## src/rtl/uart_rx_pkg.sv

```systemverilog
package uart_rx_pkg;

   typedef enum logic [1:0] {
      FR_IDLE  = 2'd0,
      FR_START = 2'd1,
      FR_DATA  = 2'd2,
      FR_STOP  = 2'd3
   } fr_state_t;

   // one sampled bit period, reported by the framer
   typedef struct packed {
      logic stb;
      logic val;
      logic is_data;
      logic is_stop;
   } bit_evt_t;

endpackage

```

## src/rtl/uart_rx_srcmux.sv

```systemverilog
module uart_rx_srcmux #(
   parameter int SYNC_STAGES = 2
) (
   input  logic clk,
   input  logic rst_n,
   input  logic loop_mode,
   input  logic src_sel,
   input  logic rxd_pin,
   input  logic tx_loop_in,
   input  logic txd_line,
   output logic rx_s
);

   logic raw_in;

   always_comb begin
      if (!loop_mode)   raw_in = rxd_pin;
      else if (src_sel) raw_in = txd_line;
      else              raw_in = tx_loop_in;
   end

   generate
      if (SYNC_STAGES == 0) begin : g_nosync
         assign rx_s = raw_in;
      end else if (SYNC_STAGES == 1) begin : g_sync1
         logic sync_q;
         always_ff @(posedge clk or negedge rst_n) begin
            if (!rst_n) sync_q <= 1'b1;
            else        sync_q <= raw_in;
         end
         assign rx_s = sync_q;
      end else begin : g_syncn
         logic [SYNC_STAGES-1:0] sync_q;
         always_ff @(posedge clk or negedge rst_n) begin
            if (!rst_n) sync_q <= '1;
            else        sync_q <= {sync_q[SYNC_STAGES-2:0], raw_in};
         end
         assign rx_s = sync_q[SYNC_STAGES-1];
      end
   endgenerate

endmodule

```

## src/rtl/uart_rx_framer.sv

```systemverilog
module uart_rx_framer
   import uart_rx_pkg::*;
#(
   parameter int OSR    = 16,
   parameter int DATA_W = 9
) (
   input  logic                          clk,
   input  logic                          rst_n,
   input  logic                          enable,
   input  logic                          os_tick,
   input  logic                          rx_s,
   input  logic [$clog2(DATA_W+1)-1:0]   nbits,
   output logic                          start_ok,
   output bit_evt_t                      evt,
   output logic                          char_done,
   output logic [DATA_W-1:0]             char_data,
   output logic                          stop_ok
);

   localparam int CNT_W = $clog2(OSR);
   localparam int BIT_W = $clog2(DATA_W+1);
   localparam logic [CNT_W-1:0] LAST = CNT_W'(OSR-1);
   localparam logic [CNT_W-1:0] HALF = CNT_W'(OSR/2-1);

   fr_state_t          state;
   logic [CNT_W-1:0]   os_cnt;
   logic [BIT_W-1:0]   bit_idx;
   logic [DATA_W-1:0]  shreg;
   logic               line_hi;

   always_ff @(posedge clk or negedge rst_n) begin
      if (!rst_n) begin
         state     <= FR_IDLE;
         os_cnt    <= '0;
         bit_idx   <= '0;
         shreg     <= '0;
         line_hi   <= 1'b0;
         start_ok  <= 1'b0;
         evt       <= '0;
         char_done <= 1'b0;
         char_data <= '0;
         stop_ok   <= 1'b0;
      end else begin
         start_ok  <= 1'b0;
         evt       <= '0;
         char_done <= 1'b0;
         if (!enable) begin
            state   <= FR_IDLE;
            os_cnt  <= '0;
            bit_idx <= '0;
            line_hi <= 1'b0;
         end else if (os_tick) begin
            unique case (state)
               FR_IDLE: begin
                  if (line_hi && !rx_s) begin
                     state  <= FR_START;
                     os_cnt <= '0;
                  end else begin
                     line_hi <= rx_s;
                     os_cnt  <= os_cnt + 1'b1;
                     if (os_cnt == LAST) begin
                        evt.stb <= 1'b1;
                        evt.val <= rx_s;
                     end
                  end
               end
               FR_START: begin
                  if (os_cnt == HALF) begin
                     os_cnt <= '0;
                     if (!rx_s) begin
                        state    <= FR_DATA;
                        bit_idx  <= '0;
                        shreg    <= '0;
                        start_ok <= 1'b1;
                     end else begin
                        state <= FR_IDLE;
                     end
                  end else begin
                     os_cnt <= os_cnt + 1'b1;
                  end
               end
               FR_DATA: begin
                  if (os_cnt == LAST) begin
                     os_cnt          <= '0;
                     shreg[bit_idx]  <= rx_s;
                     evt.stb         <= 1'b1;
                     evt.val         <= rx_s;
                     evt.is_data     <= 1'b1;
                     if (bit_idx == nbits - 1'b1) state   <= FR_STOP;
                     else                         bit_idx <= bit_idx + 1'b1;
                  end else begin
                     os_cnt <= os_cnt + 1'b1;
                  end
               end
               FR_STOP: begin
                  if (os_cnt == LAST) begin
                     os_cnt      <= '0;
                     evt.stb     <= 1'b1;
                     evt.val     <= rx_s;
                     evt.is_stop <= 1'b1;
                     char_done   <= 1'b1;
                     char_data   <= shreg;
                     stop_ok     <= rx_s;
                     line_hi     <= rx_s;
                     state       <= FR_IDLE;
                  end else begin
                     os_cnt <= os_cnt + 1'b1;
                  end
               end
               default: state <= FR_IDLE;
            endcase
         end
      end
   end


   bit_idx_range_chk: assert property (@(posedge clk) disable iff (!rst_n)
      (state == FR_DATA) |-> (bit_idx < nbits));


   one_event_kind_chk: assert property (@(posedge clk) disable iff (!rst_n)
      evt.stb |-> !(evt.is_data && evt.is_stop));

endmodule

```

## src/rtl/uart_rx_idle.sv

```systemverilog
module uart_rx_idle
   import uart_rx_pkg::*;
#(
   parameter int DATA_W      = 9,
   parameter int IDLE_CODE_W = 3
) (
   input  logic                         clk,
   input  logic                         rst_n,
   input  logic                         enable,
   input  logic                         restart,
   input  logic                         after_stop,
   input  logic                         muted,
   input  logic [$clog2(DATA_W+1)-1:0]  nbits,
   input  logic [IDLE_CODE_W-1:0]       idle_code,
   input  logic                         start_ok,
   input  bit_evt_t                     evt,
   output logic                         idle_det
);

   localparam int ONES_W    = $clog2(DATA_W+3);
   localparam int MAX_CHARS = 1 << ((1 << IDLE_CODE_W) - 1);
   localparam int CHAR_W    = $clog2(MAX_CHARS+1);

   logic [ONES_W-1:0] ones_cnt;
   logic [CHAR_W-1:0] char_cnt;
   logic              cnt_en;
   logic [ONES_W-1:0] char_bits;
   logic [CHAR_W-1:0] target;
   logic              idle_char;

   always_comb begin
      char_bits = ONES_W'(nbits) + ONES_W'(2);
      target    = CHAR_W'(1) << idle_code;
   end

   always_ff @(posedge clk or negedge rst_n) begin
      if (!rst_n) begin
         ones_cnt  <= '0;
         char_cnt  <= '0;
         cnt_en    <= 1'b0;
         idle_char <= 1'b0;
         idle_det  <= 1'b0;
      end else begin
         idle_char <= 1'b0;
         idle_det  <= 1'b0;
         if (!enable || restart) begin
            ones_cnt <= '0;
            char_cnt <= '0;
            cnt_en   <= 1'b0;
         end else begin
            if (start_ok) begin
               ones_cnt <= '0;
               char_cnt <= '0;
               cnt_en   <= !after_stop && !muted;
            end else if (evt.stb) begin
               if (evt.is_stop && (after_stop || muted)) begin
                  ones_cnt <= '0;
                  cnt_en   <= 1'b1;
               end else if (cnt_en) begin
                  if (!evt.val) begin
                     ones_cnt <= '0;
                  end else if (ones_cnt == char_bits - 1'b1) begin
                     ones_cnt  <= '0;
                     idle_char <= 1'b1;
                  end else begin
                     ones_cnt <= ones_cnt + 1'b1;
                  end
               end
            end
            if (idle_char && !start_ok) begin
               if (char_cnt == target - 1'b1) begin
                  char_cnt <= '0;
                  idle_det <= 1'b1;
               end else begin
                  char_cnt <= char_cnt + 1'b1;
               end
            end
         end
      end
   end


   ones_range_chk: assert property (@(posedge clk) disable iff (!rst_n)
      ones_cnt < char_bits);


   char_range_chk: assert property (@(posedge clk) disable iff (!rst_n)
      char_cnt < target || !enable || $changed(idle_code));

endmodule

```

## src/rtl/uart_idle_rx.sv

```systemverilog
module uart_idle_rx
   import uart_rx_pkg::*;
#(
   parameter int OSR         = 16,
   parameter int DATA_W      = 9,
   parameter int IDLE_CODE_W = 3,
   parameter int SYNC_STAGES = 2
) (
   input  logic                    clk,
   input  logic                    rst_n,
   input  logic                    os_tick,
   input  logic                    rx_en,
   input  logic                    rxd_pin,
   input  logic                    tx_loop_in,
   input  logic                    txd_line,
   input  logic                    loop_mode,
   input  logic                    src_sel,
   input  logic                    len7,
   input  logic                    len9,
   input  logic [IDLE_CODE_W-1:0]  idle_code,
   input  logic                    idle_after_stop,
   input  logic                    wake_addr,
   input  logic                    mute_req,
   input  logic                    idle_clr,
   output logic [DATA_W-1:0]       rx_data,
   output logic                    rx_valid,
   output logic                    idle_flag,
   output logic                    frame_err,
   output logic                    muted
);

   localparam int BIT_W = $clog2(DATA_W+1);

   generate
      if (OSR < 4 || (OSR & (OSR - 1)) != 0) begin : g_bad_osr
         $error("OSR must be a power of two of at least 4");
      end
      if (DATA_W < 9) begin : g_bad_width
         $error("DATA_W must hold a nine-bit character");
      end
      if (IDLE_CODE_W < 1 || IDLE_CODE_W > 3) begin : g_bad_code
         $error("IDLE_CODE_W must be 1 to 3");
      end
      if (SYNC_STAGES < 0 || SYNC_STAGES > 4) begin : g_bad_sync
         $error("SYNC_STAGES must be 0 to 4");
      end
   endgenerate

   logic              rx_s;
   logic              cfg_len7, cfg_len9;
   logic [BIT_W-1:0]  nbits;
   logic              start_ok, char_done, stop_ok, idle_det;
   bit_evt_t          evt;
   logic [DATA_W-1:0] char_data;
   logic              addr_mark, deliver, armed;

   uart_rx_srcmux #(.SYNC_STAGES(SYNC_STAGES)) u_srcmux (
      .clk        (clk),
      .rst_n      (rst_n),
      .loop_mode  (loop_mode),
      .src_sel    (src_sel),
      .rxd_pin    (rxd_pin),
      .tx_loop_in (tx_loop_in),
      .txd_line   (txd_line),
      .rx_s       (rx_s)
   );

   // length selects are captured only while the receiver is off
   always_ff @(posedge clk or negedge rst_n) begin
      if (!rst_n) begin
         cfg_len7 <= 1'b0;
         cfg_len9 <= 1'b0;
      end else if (!rx_en) begin
         cfg_len7 <= len7;
         cfg_len9 <= len9;
      end
   end

   always_comb begin
      if (cfg_len7)      nbits = BIT_W'(7);
      else if (cfg_len9) nbits = BIT_W'(9);
      else               nbits = BIT_W'(8);
   end

   uart_rx_framer #(.OSR(OSR), .DATA_W(DATA_W)) u_framer (
      .clk       (clk),
      .rst_n     (rst_n),
      .enable    (rx_en),
      .os_tick   (os_tick),
      .rx_s      (rx_s),
      .nbits     (nbits),
      .start_ok  (start_ok),
      .evt       (evt),
      .char_done (char_done),
      .char_data (char_data),
      .stop_ok   (stop_ok)
   );

   uart_rx_idle #(.DATA_W(DATA_W), .IDLE_CODE_W(IDLE_CODE_W)) u_idle (
      .clk        (clk),
      .rst_n      (rst_n),
      .enable     (rx_en),
      .restart    (mute_req),
      .after_stop (idle_after_stop),
      .muted      (muted),
      .nbits      (nbits),
      .idle_code  (idle_code),
      .start_ok   (start_ok),
      .evt        (evt),
      .idle_det   (idle_det)
   );

   always_comb begin
      addr_mark = char_data[nbits - 1'b1];
      deliver   = char_done && !mute_req && (!muted || (wake_addr && addr_mark));
   end

   always_ff @(posedge clk or negedge rst_n) begin
      if (!rst_n) begin
         rx_data   <= '0;
         rx_valid  <= 1'b0;
         idle_flag <= 1'b0;
         frame_err <= 1'b0;
         muted     <= 1'b0;
         armed     <= 1'b0;
      end else begin
         rx_valid <= deliver;
         if (deliver) rx_data <= char_data;
         if (!rx_en) begin
            idle_flag <= 1'b0;
            frame_err <= 1'b0;
            muted     <= 1'b0;
            armed     <= 1'b0;
         end else begin
            if (deliver && !stop_ok) frame_err <= 1'b1;

            if (mute_req)
               muted <= 1'b1;
            else if (muted && wake_addr && char_done && addr_mark)
               muted <= 1'b0;
            else if (muted && !wake_addr && idle_det)
               muted <= 1'b0;

            if (idle_clr)
               idle_flag <= 1'b0;
            else if (idle_det && armed)
               idle_flag <= 1'b1;

            if (char_done)
               armed <= 1'b1;
            else if (idle_clr || (idle_det && armed))
               armed <= 1'b0;
         end
      end
   end


   valid_unmuted_chk: assert property (@(posedge clk) disable iff (!rst_n)
      rx_valid |-> !muted);


   idle_armed_chk: assert property (@(posedge clk) disable iff (!rst_n)
      $rose(idle_flag) |-> $past(armed));


   idle_clear_chk: assert property (@(posedge clk) disable iff (!rst_n)
      idle_clr |=> !idle_flag);


   ferr_sticky_chk: assert property (@(posedge clk) disable iff (!rst_n)
      (frame_err && rx_en) |=> frame_err);


   len7_width_chk: assert property (@(posedge clk) disable iff (!rst_n)
      (rx_valid && cfg_len7) |-> (rx_data[DATA_W-1:7] == '0));


   len_hold_chk: assert property (@(posedge clk) disable iff (!rst_n)
      $past(rx_en) |-> $stable(cfg_len7) && $stable(cfg_len9));


   valid_pulse_chk: assert property (@(posedge clk) disable iff (!rst_n)
      rx_valid |=> !rx_valid);

endmodule

```

## config.mk

```make
export PLATFORM = sky130hd
export DESIGN_NAME = uart_idle_rx
export DESIGN_NICKNAME = d
export VERILOG_FILES = /design/src/rtl/uart_rx_pkg.sv /design/src/rtl/uart_rx_srcmux.sv /design/src/rtl/uart_rx_framer.sv /design/src/rtl/uart_rx_idle.sv /design/src/rtl/uart_idle_rx.sv
export SDC_FILE = /design/constraint.sdc
export NUM_CORES = 1
export LEC_CHECK = 0
export ABC_AREA = 1
export ABC_CLOCK_PERIOD_IN_PS = 3100
export BUFFER_PORTS_ARGS = -buffer_cell sky130_fd_sc_hd__buf_4
export CORE_MARGIN = 5
export CORE_UTILIZATION = 40
export DETAILED_ROUTE_END_ITERATION = 10
export PLACE_DENSITY = 0.62
export SYNTH_ARGS = -nofsm -noshare
export SYNTH_HDL_FRONTEND = slang
export SYNTH_SLANG_ARGS = --single-unit
```

## constraint.sdc

```tcl
create_clock -name clk -period 3.1 [get_ports clk]
set_input_delay 0.465 -clock clk [delete_from_list [all_inputs] [get_ports clk]]
set_output_delay 0.465 -clock clk [all_outputs]
set_load 0.05 [all_outputs]
```

==> run metrics <==
die height=about 100 um; critical path's top delay family=simple AND/OR/NAND/NOR gates; P_leak=0.002074 uW; die area=about 11000 um2; Clk network pwr share=a little over a third; Slew @ Worst Pin=between 0.8 and 0.9 ns; CTS Hold Buffers Added=0; Critical Path Start=cfg_len9; Die W=104.7 um; max-slew violation count=0; ys async rst share=100.0%; largest family of logic cells by synthesized area=simple AND/OR/NAND/NOR gates; synthesis-stage register bit count=67; combinational power share=~20%; All-Layer GR Usage=between 10 and 15%; drt first-iter violations=approximately 210; Worst-Skew Late Latency=~0.35 ns; layout cells sized above 1=14.06%; synth warn=0; CTS resizes=0; sequential cell area fraction in the yosys report=between 40% and 50%; first-pass GRT wire length=12940 um; CP endpoint=rx_data[5]; cell mode on critical path=nand2_1; Post-synth EDFFs=0; CP Buf/Inv Count=1; gr ovfl total=0; Mapped Nets=500; IO Port Bufs=30; status=finished, final reports clean; pwr/cell area=roughly 530 nW/um2; Ports=31; vias per cell=4.871; most frequent cells in the layout=nand2_1 (162), dfrtp_1 (65), inv_1 (51), nor2_1 (38), nand3_1 (37); Final setup viols=0; cell internal pwr=around 1400 uW; XOR/XNOR share of the synthesized area=1.466%; skew final=around 0.0079 ns; simple-gate share of the synthesized area=between 30% and 40%; Worst VDD drop=around 0.00026 V; Avg WL per Cell=11.78 um; commonest non-fill, non-tap cell in the layout=nand2_1; mux contribution to synthesized area=0%; Nets=~530; root buf cell=clkbuf_8; Worst EP required=between 3 and 4 ns; WS Path Type=reg2reg; MaxCap Viol Count=0; setup TNS=0 ns; via count of the first global-routing pass=around 2900; largest net degree at the start of global routing=approximately 70; period utilization=around three fifths; Crit path arrival time=between 2 and 2.5 ns; Initial DRT Pass Iterations=4; H-tree depth=3; # DRC=0; Clock transition at path regs=~0.090 ns; initial antenna violation count=0; cts bufs inserted=9; RSZ-0062 raised after global routing=false; max_slew headroom=between 40% and 50%; Setup crit end kind=flop; R2R Setup Slk=1.25 ns; Compound-Gate Fraction of Synth Area=9.180%; R2R Path End=rx_data[5]; gpl congestion=between 0.8 and 0.9; antenna diode count=0; Max Buffers Root-to-Sink=2; Slowest cell on crit path=dfrtp_1; Avg Cell Area, Syn=~7.6 um2; min Tclk post-route=~1.9 ns; Synth cell types=39; post-synthesis adder-cell area fraction=under 10%; RR Startpoint=cfg_len9; clk sinks=67; critical path cell sequence=nor2_1 > nand2_1 > nand4_1 > nand2_1 > nand2_1 > inv_1 > nand2_1 > nand2_1; Final Hold Vio Count=0; P_sw=724.8 uW; ys flop type=dfrtp_1; CP Depth=8; core region area=just under 9000 um2; Setup Buffers After CTS=0; total number of vias=around 3000; Seq pwr share=44.7%; Switching Share=~33%; CP max stage delay=~0.44 ns; Synth Instances=474; Starting Density=about two fifths; Non-Filler Instances=620; FMAX=about 540 MHz; CP Max Fanout=16; Worst R2R Path Depth=8; Synth-to-Final Area Change=14.56%; CTS tree=yes; post-DP HPWL=between 5000 and 6000 um; Fillers=between 800 and 900; Placed Instances=approximately 600; Cell Area, Synth=approximately 3600 um2; Rows=34; Post-DRT Antenna Nets=0; Hold WC Path Type=in2async; startpoint types=flop; Detailed Route WL=between 7000 and 8000 um
## cells in the mapped netlist (3+ instances only)
master / n / share of area (%)
nand2_1: 162 / 17
dfrtp_1: 65 / 45
inv_1: 51 / 5.3
nor2_1: 38 / 4.0
nand3_1: 37 / 5.2
o21ai_0: 28 / 3.9
o21ai_1: 13 / 1.8
ha_1: 8 / 2.8
nand4_1: 8 / 1.4
inv_2: 7 / 0.73
a21oi_1: 6 / 0.84
nor3_1: 5 / 0.70
or2_2: 4 / 0.70
xor2_1: 4 / 0.98
clkbuf_1: 3 / 0.31
o22ai_1: 3 / 0.52
## state kept, by name (all words and copies together) (netlist names), 2 cells and up
signal	count
u_framer.char_data	9
u_framer.bit_idx	4
u_srcmux.g_syncn.sync_q	2
u_idle.char_cnt	8
u_idle.ones_cnt	4
u_framer.os_cnt	4
u_framer.evt	2
u_framer.shreg	9
u_framer.state	2
rx_data	9
## routing by layer
metal	GRT usage [%]	share of wire (%)	vias up
li1	-	-	1588
met1	20.14	51	1356
met2	20.41	42	69
met3	3.822	5.9	7
met4	4.475	1.1	0
met5	0	0	-
## through the flow
stage               hold WS [ns]  util, %  total power [uW]  worst slack, ns  instance area, um2
finish                    0.2163    47.09              2169            1.246                4106
global route              0.2623    47.09              2301            1.053                4106
CTS                       0.2484    47.09              2195            1.227                4106
detailed placement        0.3472    44.72              1419           0.9788                3900
global placement          0.3463    44.72              1411            1.091                3900
floorplan                 0.1694        -              1307            1.368                3585
## power groups by stage
| stage | clock network (uW) | registers (uW) | logic, uW |
|---|---|---|---|
| 2_1_floorplan | 0 | 997 | 309 |
| 3_3_place_gp | 0 | 983 | 427 |
| 3_5_place_dp | 0 | 986 | 432 |
| 4_1_cts | 791 | 969 | 435 |
| 5_1_grt | 829 | 977 | 496 |
| 6_report | 767 | 969 | 433 |
## kinds of logic after synthesis
logic type,after synthesis
AO/OA/AOI/OAI,59
XOR/XNOR,6
adder cells (fa/ha/maj),8
AND/OR/NAND/NOR,268
buffers and inverters,66
flip-flops,67
## worst min-delay path by stage
stage,to,startpoint,cells past startpoint
global placement,u_srcmux.g_syncn.sync_q[1],u_srcmux.g_syncn.sync_q[0],0
global route,idle_flag,idle_clr,2
finish,u_framer.bit_idx[1],rst_n,1
detailed placement,u_srcmux.g_syncn.sync_q[1],u_srcmux.g_syncn.sync_q[0],0
CTS,u_framer.char_data[4],rst_n,1
floorplan,armed,rst_n,0
## layout make-up
type,count,area [um2],area share (%)
clock buffers,9,123.9,3.016
clock inverters,7,82.58,2.011
inverters,58,217.7,5.302
multi-input cells,341,1643,40.01
flip-flops and latches,67,1679,40.89
well taps,108,135.1,3.291
repair buffers,30,225.2,5.484
Power figures use the tool's default switching activity.
